File: src/rtl/pwrpath_pkg.sv
package pwrpath_pkg;

    typedef enum logic [1:0] {
        PP_BATT = 2'd0,   // battery feeds system, asleep
        PP_DEAD = 2'd1,   // both switches open, counting dead window
        PP_ADP  = 2'd2,   // adapter feeds system
        PP_RET  = 2'd3    // both open, waiting for system rail to fall
    } pp_state_e;

    typedef struct packed {
        pp_state_e state;
        logic      adp;
        logic      bat;
        logic      slp;
    } pp_regs_t;

endpackage

File: src/rtl/pwrpath_qual.sv
module pwrpath_qual (
    input  logic adp_present,
    input  logic margin_ok,
    input  logic in_ovp,
    input  logic in_uvp,
    output logic go,
    output logic lost
);
    logic fault;

    always_comb begin
        fault = in_ovp | in_uvp;
        go    = adp_present & margin_ok & ~fault;
        lost  = ~adp_present | fault;
    end
endmodule

File: src/rtl/pwrpath_deadtimer.sv
module pwrpath_deadtimer #(
    parameter int DEAD_CYC = 2500
) (
    input  logic clk,
    input  logic rst_n,
    input  logic run,
    output logic done
);
    localparam int CW = (DEAD_CYC > 2) ? $clog2(DEAD_CYC) : 1;
    localparam logic [CW-1:0] LAST = CW'(DEAD_CYC - 1);

    logic [CW-1:0] cnt_d, cnt_q;

    always_comb begin
        done  = (cnt_q == LAST);
        cnt_d = '0;
        if (run) begin
            cnt_d = done ? cnt_q : cnt_q + 1'b1;
        end
    end

    always_ff @(posedge clk or negedge rst_n) begin
        if (!rst_n) begin
            cnt_q <= '0;
        end else begin
            cnt_q <= cnt_d;
        end
    end
endmodule

File: src/rtl/pwrpath_seq.sv
module pwrpath_seq
    import pwrpath_pkg::*;
#(
    parameter int DEAD_CYC = 2500   // 10 us at 250 MHz
) (
    input  logic clk,
    input  logic rst_n,
    input  logic adp_present,
    input  logic margin_ok,
    input  logic in_ovp,
    input  logic in_uvp,
    input  logic sys_near_batt,
    output logic adp_sw_en,
    output logic bat_sw_en,
    output logic sleep
);
    localparam pp_regs_t RST_REGS = '{state: PP_BATT, adp: 1'b0, bat: 1'b1, slp: 1'b1};

    pp_regs_t regs_d, regs_q;
    logic     go, lost, dead_done, dead_run;

    pwrpath_qual u_qual (
        .adp_present (adp_present),
        .margin_ok   (margin_ok),
        .in_ovp      (in_ovp),
        .in_uvp      (in_uvp),
        .go          (go),
        .lost        (lost)
    );

    assign dead_run = (regs_q.state == PP_DEAD);

    pwrpath_deadtimer #(.DEAD_CYC(DEAD_CYC)) u_timer (
        .clk   (clk),
        .rst_n (rst_n),
        .run   (dead_run),
        .done  (dead_done)
    );

    always_comb begin
        regs_d = regs_q;
        unique case (regs_q.state)
            PP_BATT: begin
                if (go) begin
                    regs_d = '{state: PP_DEAD, adp: 1'b0, bat: 1'b0, slp: 1'b0};
                end
            end
            PP_DEAD: begin
                if (lost) begin
                    regs_d = RST_REGS;
                end else if (dead_done) begin
                    regs_d = '{state: PP_ADP, adp: 1'b1, bat: 1'b0, slp: 1'b0};
                end
            end
            PP_ADP: begin
                if (lost) begin
                    regs_d = '{state: PP_RET, adp: 1'b0, bat: 1'b0, slp: 1'b1};
                end
            end
            PP_RET: begin
                if (sys_near_batt) begin
                    regs_d = RST_REGS;
                end
            end
            default: regs_d = RST_REGS;
        endcase
    end

    always_ff @(posedge clk or negedge rst_n) begin
        if (!rst_n) begin
            regs_q <= RST_REGS;
        end else begin
            regs_q <= regs_d;
        end
    end

    assign adp_sw_en = regs_q.adp;
    assign bat_sw_en = regs_q.bat;
    assign sleep     = regs_q.slp;
endmodule

File: config.mk
export PLATFORM = sky130hd
export DESIGN_NAME = pwrpath_seq
export DESIGN_NICKNAME = d
export VERILOG_FILES = /design/src/rtl/pwrpath_pkg.sv /design/src/rtl/pwrpath_qual.sv /design/src/rtl/pwrpath_deadtimer.sv /design/src/rtl/pwrpath_seq.sv
export SDC_FILE = /design/constraint.sdc
export NUM_CORES = 1
export LEC_CHECK = 0
export BUFFER_PORTS_ARGS = -buffer_cell sky130_fd_sc_hd__buf_2
export CORE_MARGIN = 2
export CORE_UTILIZATION = 40
export CTS_CLUSTER_SIZE = 25
export DETAILED_ROUTE_END_ITERATION = 10
export GPL_TIMING_DRIVEN = 0
export PLACE_DENSITY = 0.63
export SLEW_MARGIN = 20
export SYNTH_ARGS = -nofsm -noshare
export SYNTH_HDL_FRONTEND = slang
export SYNTH_SLANG_ARGS = --single-unit
File: constraint.sdc
create_clock -name clk -period 1.9 [get_ports clk]
set_input_delay 0.38 -clock clk [delete_from_list [all_inputs] [get_ports clk]]
set_output_delay 0.38 -clock clk [all_outputs]
set_load 0.1 [all_outputs]
# Word level (Yosys, flattened, before mapping)
# Cells that the tools add are included.
[totals]
out_inout_bits = 3
reg_bits = 17
word_cells = 31
[op_classes]
n_reduce_logical = 2
mux = 8
add_sub_neg = 1
eq_ne = 9
n_bitwise = 6
[op_table]
columns = ["operator", "n"]
rows = [
  ["two-way mux 5 bit", 5],
  ["two-way mux 12 bit", 2],
  ["one-hot mux 5 bit (4 select lines)", 1],
  ["adder 12 x 1 -> 12 bit, second input constant", 1],
  ["equality test 12 bit, second input constant", 1],
  ["inequality test 2 bit, second input constant", 4],
  ["equality test 2 bit, second input constant", 2],
  ["AND reduction 4 bit", 1],
  ["inequality test 3 bit, second input constant", 1],
  ["AND 1 bit", 2],
  ["equality test 2 x 1 -> 1 bit, second input constant", 1],
  ["zero test 2 bit", 1],
  ["inverter 1 bit", 2],
  ["bitwise OR 1 bit", 2],
]

# Longest topological paths before layout
# Gate-level depths: netlist of the first run.
[logic_depth]
word_depth = 5
mapped_depth = 5
mapped_depth_nobuf = 5

# By module
# From an unflattened synthesis of the first run, not the netlist that was laid out.
[unflattened]
cells_unflattened = 90
hier_area_um2 = 948.4
[by_module_without_submodules]
columns = ["mod", "area_each_um2", "seq_area_each_um2", "cells_each", "n_inst"]
rows = [
  ["pwrpath_deadtimer", 628.1, 300.3, 63, 1],
  ["pwrpath_seq", 299.0, 127.6, 25, 1],
  ["pwrpath_qual", 21.3, 0.0, 2, 1],
]

# Least setup slack after synthesis of the first run
# Ideal clock, no wire load.
[synth_path]
kind = "reg-to-reg"
start = "register u_timer.cnt_q[0]"
end = "register regs_q[3]"
path_buffers = 0
setup_time_ns = 0.121
period_less_slack_ns = 1.405
arrival_ns = 1.284
required_ns = 1.779
slack_ns = 0.495
stages_incl_launch_ff = 6
path_cell_list = "dfrtp_1 ha_1 and4bb_4 nand3_4 nor2b_4 o22a_1"
[synth_between]
elab_chain_cells = 3
[synth_rtl]
columns = ["element", "line_no", "rtl"]
rows = [
  ["start: declaration", "pwrpath_deadtimer.sv:12", "logic [CW-1:0] cnt_d, cnt_q;"],
  ["start signal: assignment", "pwrpath_deadtimer.sv:26", "cnt_q <= cnt_d;"],
  ["equality test 12 bit", "pwrpath_deadtimer.sv:15", "done = (cnt_q == LAST);"],
  ["inequality test 3 bit (no source line)", "--", ""],
  ["AND reduction 4 bit (no source line)", "--", ""],
  ["end signal: assignment", "pwrpath_seq.sv:73", "regs_q <= regs_d;"],
  ["end: declaration", "pwrpath_seq.sv:19", "pp_regs_t regs_d, regs_q;"],
]
# Every way passes these cells.
# A chain may end at the register's enable or synchronous reset.

# Worst setup path in the final report of the first run
[layout_path]
start = "register regs_q[1] (netlist: bat_sw_en)"
end = "output bat_sw_en"
[layout_lines]
columns = ["element", "line_no", "rtl"]
rows = [
  ["end: declaration", "pwrpath_seq.sv:14", "output logic bat_sw_en,"],
]
# No word-level cell between the ends.

==> reports/metrics.yaml, run 1 <==
global_route:
  grt_pass1_wl_um: 3310
  met3_usage: 0.0508
  grt_usage: 0.163
  grt_max_degree: 18
  grt_overflow_total: 0
  grt-busiest-layer: "met2"
  grt_use_met1: 0.208
  grtUsageMet2: 0.260
  grt_pass1_vias: 745
  antenna_found_initial: 0
logic_synthesis:
  synth_fp_nets: 102
  synth_largest_area_cell: "dfrtp_1"
  ys_warn_count: 0
  synth_top_cell_area_share: 0.392
  syn_area_um2: 957
  yosysSeqAreaShare: 0.447
  synth_area_leaders: "dfrtp_1 (39%), xnor2_1 (6.4%), dfstp_2 (5.5%), nor2_1 (4.7%), nand3_1 (2.6%)"
  syn_inst: 94
  syn_avg_cell_area_um2: 10.2
  yosysUniqueCellTypes: 42
  ys_ff_latch: 17
timing:
  setup_viol: 0
  worst_pin_slew_ns: 0.486
  rsz0062_at_grt: "false"
  hold_violations: 0
  skew_ns: 0.00744
  period_needed_ns: 1.67
  fmax_mhz: 599
  whs_ns: 0.387
  fin_crit_sh: 0.879
  relSlewSlack: 0.678
  final.setup.tns_ns: 0
  slew_violations: 0
die:
  num_rows: 17
  die_y_um: 52.9
  start_util: 0.429
  die_x_um: 52.9
  die-area_um2: 2800
  ios: 10
  coreArea_um2: 2230
pwr:
  ir_worst_vdd_uv: 538
  seq_power_share: 0.433
  power_density_nw_per_um2: 991
  swShare: 0.428
  p_clk_frac: 0.186
  p_int_uw: 609
  finalPower_uw: 1060
  power.leakage_uw: 0.000421
  combPwrFrac: 0.381
  p_sw_uw: 455
clocking:
  clkLatencyLatePin_ns: 0.30
  path_clk_slew_ns: 0.10
  cts_setup_buffers: 0
  cts_buffers: 3
  htreeDepth: 1
  cts_tree: "done"
  cts_sinks: 17
  cts_root_buf: "clkbuf_4"
  cts.path.max_buffers: 2
hold_path:
  min_path_type: "in2reg"
  worstHoldStart: "in_uvp"
  hold_end: "adp_sw_en$_DFFE_PN0P_"
  hold_depth: 4
setup_path:
  reg2reg_depth: 5
  timing.rr.start: "u_timer.cnt_q[0]$_DFFE_PN0P_"
  worstPathMaxFanout: 4
  path_buf_inv: 1
  startpoint_type: "flip-flop"
  r2r-end: "regs_q[3]$_DFFE_PN0P_"
  required_ns: 1.52
  r2r_slack_ns: 0.36
  critical_path.cell_chain: "buf_2"
  end_kind: "output port"
  critPathKind: "reg2out"
  slowest_delay_ns: 0.57
  cp_slowest_cell: "dfstp_2"
  worst_ep_arrival_time_ns: 1.29
  crit_family: "flip-flops"
layout:
  synthToLayoutAreaGrowth_pct: 12.2
  antenna_cells: 0
  nFillCells: 213
  drive_above_1_share: 0.241
  regArea_um2: 428
  multi_input_area_um2: 509
  layout_common_cells: "dfrtp_1 (15), nor2_1 (12), buf_2 (10), xnor2_1 (7)"
  finalNetCount: 117
  final_common_cell: "dfrtp_1"
drt:
  routed_wl_um: 1760
  vias: 721
  ant_nets: 0
  avgViaCountPerCell: 5.30
  drcViolationCount: 0
  drtIter0Drc: 11
  drtPass1Iterations: 4
  wl_per_cell_um: 12.9
run:
  maxCapViolations: 0
place:
  dpl.hpwl_um: 1260
  port_buffers: 9
  gp_congestion: 0.763
run_status:
  status: "complete, no violations"
## cell usage after synthesis
cell      count
nor2b_1       1
o21ai_1       2
a31oi_1       1
o21ai_0       1
a32oi_1       1
nand3_2       1
o21a_1        1
nand2b_1      1
nand4_1       1
o211ai_1      1
clkbuf_1      1
and3_4        1
nand3_1       5
or2b_1        1
or3_1         1
nor3b_1       3
nor2_1       12
or2b_2        1
dfrtp_1      15
nand3b_1      1
nand3_4       1
o22a_1        1
xor2_1        2
buf_2         1
nor3b_2       1
mux2i_1       1
and4bb_4      1
dfstp_2       2
a21oi_1       3
a211oi_1      2
inv_1         3
nor2_2        1
nor2b_4       1
nor4_2        1
and3_1        1
o22ai_1       2
ha_1          1
nor3_1        3
xnor2_1       7
nand2_1       5
nand2b_2      1
nor4_4        1
## power groups by stage
stage               clock network (uW)  logic, uW  registers [uW]
floorplan                            0        183             613
global placement                     0        404             466
detailed placement                   0        403             468
CTS                                209        405             461
global route                       223        443             471
finish                             198        405             461
## worst max path at each step
stage	from	end	cells after the start
global placement	u_timer.cnt_q[0]$_DFFE_PN0P_	regs_q[3]$_DFFE_PN0P_	5
finish	bat_sw_en$_DFFE_PN1P_	bat_sw_en	1
floorplan	u_timer.cnt_q[0]$_DFFE_PN0P_	regs_q[3]$_DFFE_PN0P_	5
detailed placement	u_timer.cnt_q[0]$_DFFE_PN0P_	regs_q[3]$_DFFE_PN0P_	5
global route	bat_sw_en$_DFFE_PN1P_	bat_sw_en	1
CTS	bat_sw_en$_DFFE_PN1P_	bat_sw_en	1
## cell type report
cell class                 count  share of cell area
tap                           28              0.0326
inverter                       3              0.0105
multi-input combinational     72               0.474
clock buffer                   4              0.0245
sequential                    17               0.399
buffer                         2             0.00816
timing repair buffer          10              0.0513
## cell families after synthesis
group / count (synthesis) / share of synthesized area
compound gates: 15 / 0.101
mux: 1 / 0.0105
simple gates: 46 / 0.326
flops: 17 / 0.447
buf+inv: 5 / 0.0209
xor+xnor: 9 / 0.0824
fa+ha+maj: 1 / 0.0131
## routing by layer
layer  up-vias  routed length, um
met1       346                876
li1        361                  -
met4         0                 25
met2        10                796
met3         4                 57
met5         -                  0
## registers in the layout (all words and copies together) (netlist names), named ones only
register / flops
u_timer.cnt_q: 12
bat_sw_en: 1
regs_q: 1
adp_sw_en: 1
sleep: 1
## per-stage QoR
| stage | setup WS (ns) | instances | util | area, um^2 |
|---|---|---|---|---|
| after floorplan | 0.495 | 94 | - | 957 |
| after global placement | 0.366 | 131 | 0.464 | 1040 |
| after CTS | 0.220 | 136 | 0.481 | 1070 |
| after detailed placement | 0.371 | 131 | 0.464 | 1040 |
| final | 0.230 | 136 | 0.481 | 1070 |
| after global routing | 0.190 | 136 | 0.481 | 1070 |
## timing repair
item / 4_1_cts / 5_1_grt
resized for setup: 0 / 0
endpoints found under the hold margin: 7 / 0
hold buffers: 1 / 0
Power figures use the tool's default switching activity.
==> run 2: changes to the inputs <==
--- a/config.mk
+++ b/config.mk
@@ -10,7 +10,6 @@
 export CORE_UTILIZATION = 40
 export CTS_CLUSTER_SIZE = 25
 export DETAILED_ROUTE_END_ITERATION = 10
-export GPL_TIMING_DRIVEN = 0
 export PLACE_DENSITY = 0.63
 export SLEW_MARGIN = 20
 export SYNTH_ARGS = -nofsm -noshare
==> reports/metrics.yaml, run 2 (synthesis results as in run 1) <==
run_status:
  status: "complete, no violations"
global_route:
  grt_usage: 0.146  # -0.0168
  grt_max_degree: 18  # unchanged
  grt_overflow_total: 0  # unchanged
  grt_pass1_vias: 645  # -13%
  grt_pass1_wl_um: 2920  # -12%
  antenna_found_initial: 0  # unchanged
layout:
  finalNetCount: 115  # -1.7%
  regArea_um2: 428  # unchanged
  layout_common_cells: "dfrtp_1 (15), nor2_1 (12), buf_2 (9), xnor2_1 (7)"
  nFillCells: 219  # +2.8%
  final_common_cell: "dfrtp_1"
  multi_input_area_um2: 509  # unchanged
  postLayoutCoreUtil: 0.477  # -0.00336
  antenna_cells: 0  # unchanged
  largest_register_ffs: 12  # unchanged
  top_register: "u_timer.cnt_q"
  final_cells: 134  # -1.5%
  synthToLayoutAreaGrowth_pct: 11.4
  drive_above_1_share: 0.245  # +0.00454
clocking:
  cts_sinks: 17  # unchanged
  htreeDepth: 1  # unchanged
  path_clk_slew_ns: 0.11  # about the same
  clkLatencyLatePin_ns: 0.29  # about the same
  cts.path.max_buffers: 2  # unchanged
  cts_root_buf: "clkbuf_4"
  post_cts_resized: 0  # unchanged
  cts_buffers: 3  # unchanged
  cts_tree: "done"
drt:
  wl_per_cell_um: 12.7  # -1.3%
  avgViaCountPerCell: 5.10  # -3.7%
  routed_wl_um: 1710  # -2.7%
  drtIter0Drc: 7  # -4
  drtPass1Iterations: 4  # unchanged
  drcViolationCount: 0  # unchanged
  ant_nets: 0  # unchanged
  vias: 684  # -5.1%
setup_path:
  r2r-end: "regs_q[3]$_DFFE_PN0P_"
  worstPathMaxFanout: 4  # unchanged
  timing.rr.start: "u_timer.cnt_q[0]$_DFFE_PN0P_"
  critPathKind: "reg2out"
  crit_family: "flip-flops"
  required_ns: 1.52  # about the same
  startpoint_type: "flip-flop"
  reg2reg_depth: 5  # unchanged
  r2r_slack_ns: 0.36  # about the same
  end_kind: "output port"
  path_buf_inv: 1  # unchanged
  cp_slowest_cell: "dfstp_2"
  critical_path.cell_chain: "buf_2"
  worst_ep_arrival_time_ns: 1.28  # about the same
  slowest_delay_ns: 0.56  # about the same
place:
  gp_congestion: 0.734  # -3.7%
  port_buffers: 9  # unchanged
  dpl.hpwl_um: 1220  # -3.5%
  placed_cells: 129  # -1.5%
  dp_slack_ns: 0.369  # -0.00223 ns
timing:
  setup_ws_ns: 0.239  # +0.00852 ns
  final.setup.tns_ns: 0  # unchanged
  skew_ns: 0.000869  # -0.00657 ns
  whs_ns: 0.405  # +0.0182 ns
  rsz0062_at_grt: "false"
  worst_pin_slew_ns: 0.484  # -0.00260 ns
  fmax_mhz: 602  # +0.51%
  slew_violations: 0  # unchanged
  setup_viol: 0  # unchanged
  fin_crit_sh: 0.874  # -0.00448
  hold_violations: 0  # unchanged
  relSlewSlack: 0.680  # +0.00172
  period_needed_ns: 1.66  # -0.00852 ns
pwr:
  power.leakage_uw: 0.000418  # -0.82%
  ir_worst_vdd_uv: 606  # +13%
  power_density_nw_per_um2: 988  # -0.31%
die:
  die_y_um: 52.9  # unchanged
  start_util: 0.429  # unchanged
  coreArea_um2: 2230  # unchanged
  num_rows: 17  # unchanged
  ios: 10  # unchanged
  die-area_um2: 2800  # unchanged
  die_x_um: 52.9  # unchanged
run:
  maxCapViolations: 0  # unchanged
hold_path:
  worstHoldStart: "sys_near_batt"
  min_path_type: "in2reg"
  hold_depth: 3  # -1
-- run 2: cell count changes in the layout (fill, tap and decap cells not counted) --
cell,before,now
buf_2,10,9
clkbuf_1,2,0
clkinv_2,0,1
-- run 2: cell type report --
class | count | share of cell area
multi-input combinational | 72 | 0.478
clock buffer | 3 | 0.0211
sequential | 17 | 0.401
inverter | 3 | 0.0106
timing repair buffer | 10 | 0.0516
tap | 28 | 0.0329
clock inverter | 1 | 0.00469
-- run 2: power breakdown --
part	internal [uW]	switching (uW)
clock network	78.3	122
registers	422	65.8
logic	93.4	271
total	594	459
-- run 2: worst max-delay path by stage --
stage | end | depth (start not counted) | startpoint
floorplan | regs_q[3]$_DFFE_PN0P_ | 5 | u_timer.cnt_q[0]$_DFFE_PN0P_
global placement | regs_q[3]$_DFFE_PN0P_ | 5 | u_timer.cnt_q[0]$_DFFE_PN0P_
detailed placement | regs_q[3]$_DFFE_PN0P_ | 5 | u_timer.cnt_q[0]$_DFFE_PN0P_
CTS | bat_sw_en | 1 | bat_sw_en$_DFFE_PN1P_
global route | bat_sw_en | 1 | bat_sw_en$_DFFE_PN1P_
finish | bat_sw_en | 1 | bat_sw_en$_DFFE_PN1P_
-- run 2: per-stage QoR --
stage / total power, uW / instance area [um^2]
4_1_cts: 1070 / 1070
6_report: 1050 / 1070
5_1_grt: 1120 / 1070
3_5_place_dp: 862 / 1030
2_1_floorplan: 796 / 957
3_3_place_gp: 859 / 1030
-- run 2: repair_timing --
item | CTS | global route
hold buffers | 1 | 0
setup endpoints to repair | 0 | 0
setup buffers | 0 | 0
endpoints found under the hold margin | 1 | 0
-- run 2: metal layers --
| layer | share of wire | track usage |
|---|---|---|
| met5 | 0 | 0 |
| met4 | 0.024 | 0.0897 |
| met3 | 0.043 | 0.0254 |
| met2 | 0.42 | 0.217 |
| met1 | 0.52 | 0.195 |
==> run 3: changes to the inputs <==
--- a/config.mk
+++ b/config.mk
@@ -11,6 +11,7 @@
 export CTS_CLUSTER_SIZE = 25
 export DETAILED_ROUTE_END_ITERATION = 10
 export PLACE_DENSITY = 0.63
+export RECOVER_POWER = 25
 export SLEW_MARGIN = 20
 export SYNTH_ARGS = -nofsm -noshare
 export SYNTH_HDL_FRONTEND = slang
==> reports/metrics.yaml, run 3 (synthesis results as in run 1) <==
global_route:
  grt_max_degree: 18  # unchanged
  grt_overflow_total: 0  # unchanged
  grt_usage: 0.146  # unchanged
  grtUsageMet2: 0.217  # unchanged
  grt_pass1_wl_um: 2920  # unchanged
  grt_pass1_vias: 645  # unchanged
  grt-busiest-layer: "met2"
  met3_usage: 0.0254  # unchanged
  grt_use_met1: 0.195  # unchanged
  antenna_found_initial: 0  # unchanged
layout:
  multi_input_area_um2: 509  # unchanged
  drive_above_1_share: 0.236  # -0.00943
  layout_common_cells: "dfrtp_1 (15), nor2_1 (12), buf_2 (8), xnor2_1 (7)"
  regArea_um2: 428  # unchanged
  synthToLayoutAreaGrowth_pct: 11.2
  largest_register_ffs: 12  # unchanged
  finalNetCount: 115  # unchanged
  nFillCells: 218  # -0.46%
  top_register: "u_timer.cnt_q"
  antenna_cells: 0  # unchanged
  final_common_cell: "dfrtp_1"
pwr:
  finalPower_uw: 1060  # +0.18%
  p_int_uw: 594  # about the same
  p_sw_uw: 461  # +0.47%
  power_density_nw_per_um2: 991  # +0.29%
  ir_worst_vdd_uv: 606  # about the same
  power.leakage_uw: 0.000415  # -0.66%
  seq_power_share: 0.463  # about the same
  combPwrFrac: 0.345  # about the same
  swShare: 0.437  # +0.00127
  p_clk_frac: 0.192  # about the same
drt:
  drcViolationCount: 0  # unchanged
  wl_per_cell_um: 12.7  # -0.18%
  drtPass1Iterations: 2  # -2
  avgViaCountPerCell: 5.09  # -0.29%
  vias: 682  # -0.29%
  routed_wl_um: 1700  # -0.18%
  drtIter0Drc: 7  # unchanged
  ant_nets: 0  # unchanged
die:
  die_y_um: 52.9  # unchanged
  ios: 10  # unchanged
  start_util: 0.429  # unchanged
  num_rows: 17  # unchanged
  die-area_um2: 2800  # unchanged
  die_x_um: 52.9  # unchanged
  coreArea_um2: 2230  # unchanged
place:
  gp_congestion: 0.734  # unchanged
  dpl.hpwl_um: 1220  # unchanged
  port_buffers: 9  # unchanged
timing:
  final.setup.tns_ns: 0  # unchanged
  fmax_mhz: 600  # -0.26%
  worst_pin_slew_ns: 0.939  # +0.456 ns
  setup_viol: 0  # unchanged
  skew_ns: 0.00212  # +0.00125 ns
  hold_violations: 0  # unchanged
  rsz0062_at_grt: "false"
  relSlewSlack: 0.374  # -0.306
  period_needed_ns: 1.67  # +0.00434 ns
  fin_crit_sh: 0.877  # +0.00229
  slew_violations: 0  # unchanged
setup_path:
  slowest_delay_ns: 0.57  # about the same
  required_ns: 1.52  # about the same
  end_kind: "output port"
  startpoint_type: "flip-flop"
  worst_ep_arrival_time_ns: 1.29  # about the same
  crit_family: "flip-flops"
  critPathKind: "reg2out"
  worstPathMaxFanout: 4  # unchanged
  cp_slowest_cell: "dfstp_2"
  critical_path.cell_chain: "buf_2"
  path_buf_inv: 1  # unchanged
run_status:
  status: "complete, no violations"
clocking:
  cts_tree: "done"
  cts_setup_buffers: 0  # unchanged
  clkLatencyLatePin_ns: 0.29  # about the same
  htreeDepth: 1  # unchanged
  cts.path.max_buffers: 2  # unchanged
  path_clk_slew_ns: 0.11  # about the same
  ctsHoldBuffers: 1  # unchanged
  cts_sinks: 17  # unchanged
  cts_root_buf: "clkbuf_4"
  post_cts_resized: 0  # unchanged
  cts_buffers: 3  # unchanged
hold_path:
  min_path_type: "in2reg"
run:
  maxCapViolations: 0  # unchanged
run 3: area by class of cell:
class / count / share of cell area
Clock buffer: 3 / 0.0212
Tap cell: 28 / 0.0329
Inverter: 3 / 0.0106
Multi-Input combinational cell: 72 / 0.478
Timing Repair Buffer: 10 / 0.0505
Sequential cell: 17 / 0.402
Clock inverter: 1 / 0.00470
run 3: metal layers:
metal	vias up	wire, um
met4	0	41
li1	354	-
met5	-	0
met1	317	901
met2	7	714
met3	4	46
run 3: metrics by stage:
step           hold slack (ns)  worst slack [ns]  instance area, um^2  instances  utilization
2_1_floorplan           0.0844             0.495                  957         94            -
3_3_place_gp             0.323             0.387                 1030        129        0.461
3_5_place_dp             0.327             0.369                 1030        129        0.461
4_1_cts                  0.394             0.228                 1070        134        0.477
5_1_grt                  0.397             0.202                 1060        134        0.477
6_report                 0.401             0.235                 1060        134        0.477
run 3: power by group through the flow:
stage / clock network, uW / registers, uW / logic [uW]
CTS: 210 / 489 / 370
finish: 203 / 488 / 364
floorplan: 0 / 613 / 183
detailed placement: 0 / 496 / 366
global placement: 0 / 493 / 366
global route: 223 / 499 / 397
run 3: worst paths after layout:
kind	startpoint	endpoint	slack, ns	cells after the start
setup / recovery	bat_sw_en$_DFFE_PN1P_	bat_sw_en	0.23	1
hold / removal	sys_near_batt	flip-flop	0.40	3
setup reg to reg	u_timer.cnt_q[0]$_DFFE_PN0P_	regs_q[3]$_DFFE_PN0P_	0.36	5
hold reg to reg	sleep$_DFFE_PN1P_	sleep$_DFFE_PN1P_	0.56	2
max in group asynchronous	rst_n	u_timer.cnt_q[4]$_DFFE_PN0P_	0.60	2
min in group asynchronous	rst_n	regs_q[3]$_DFFE_PN0P_	0.73	2
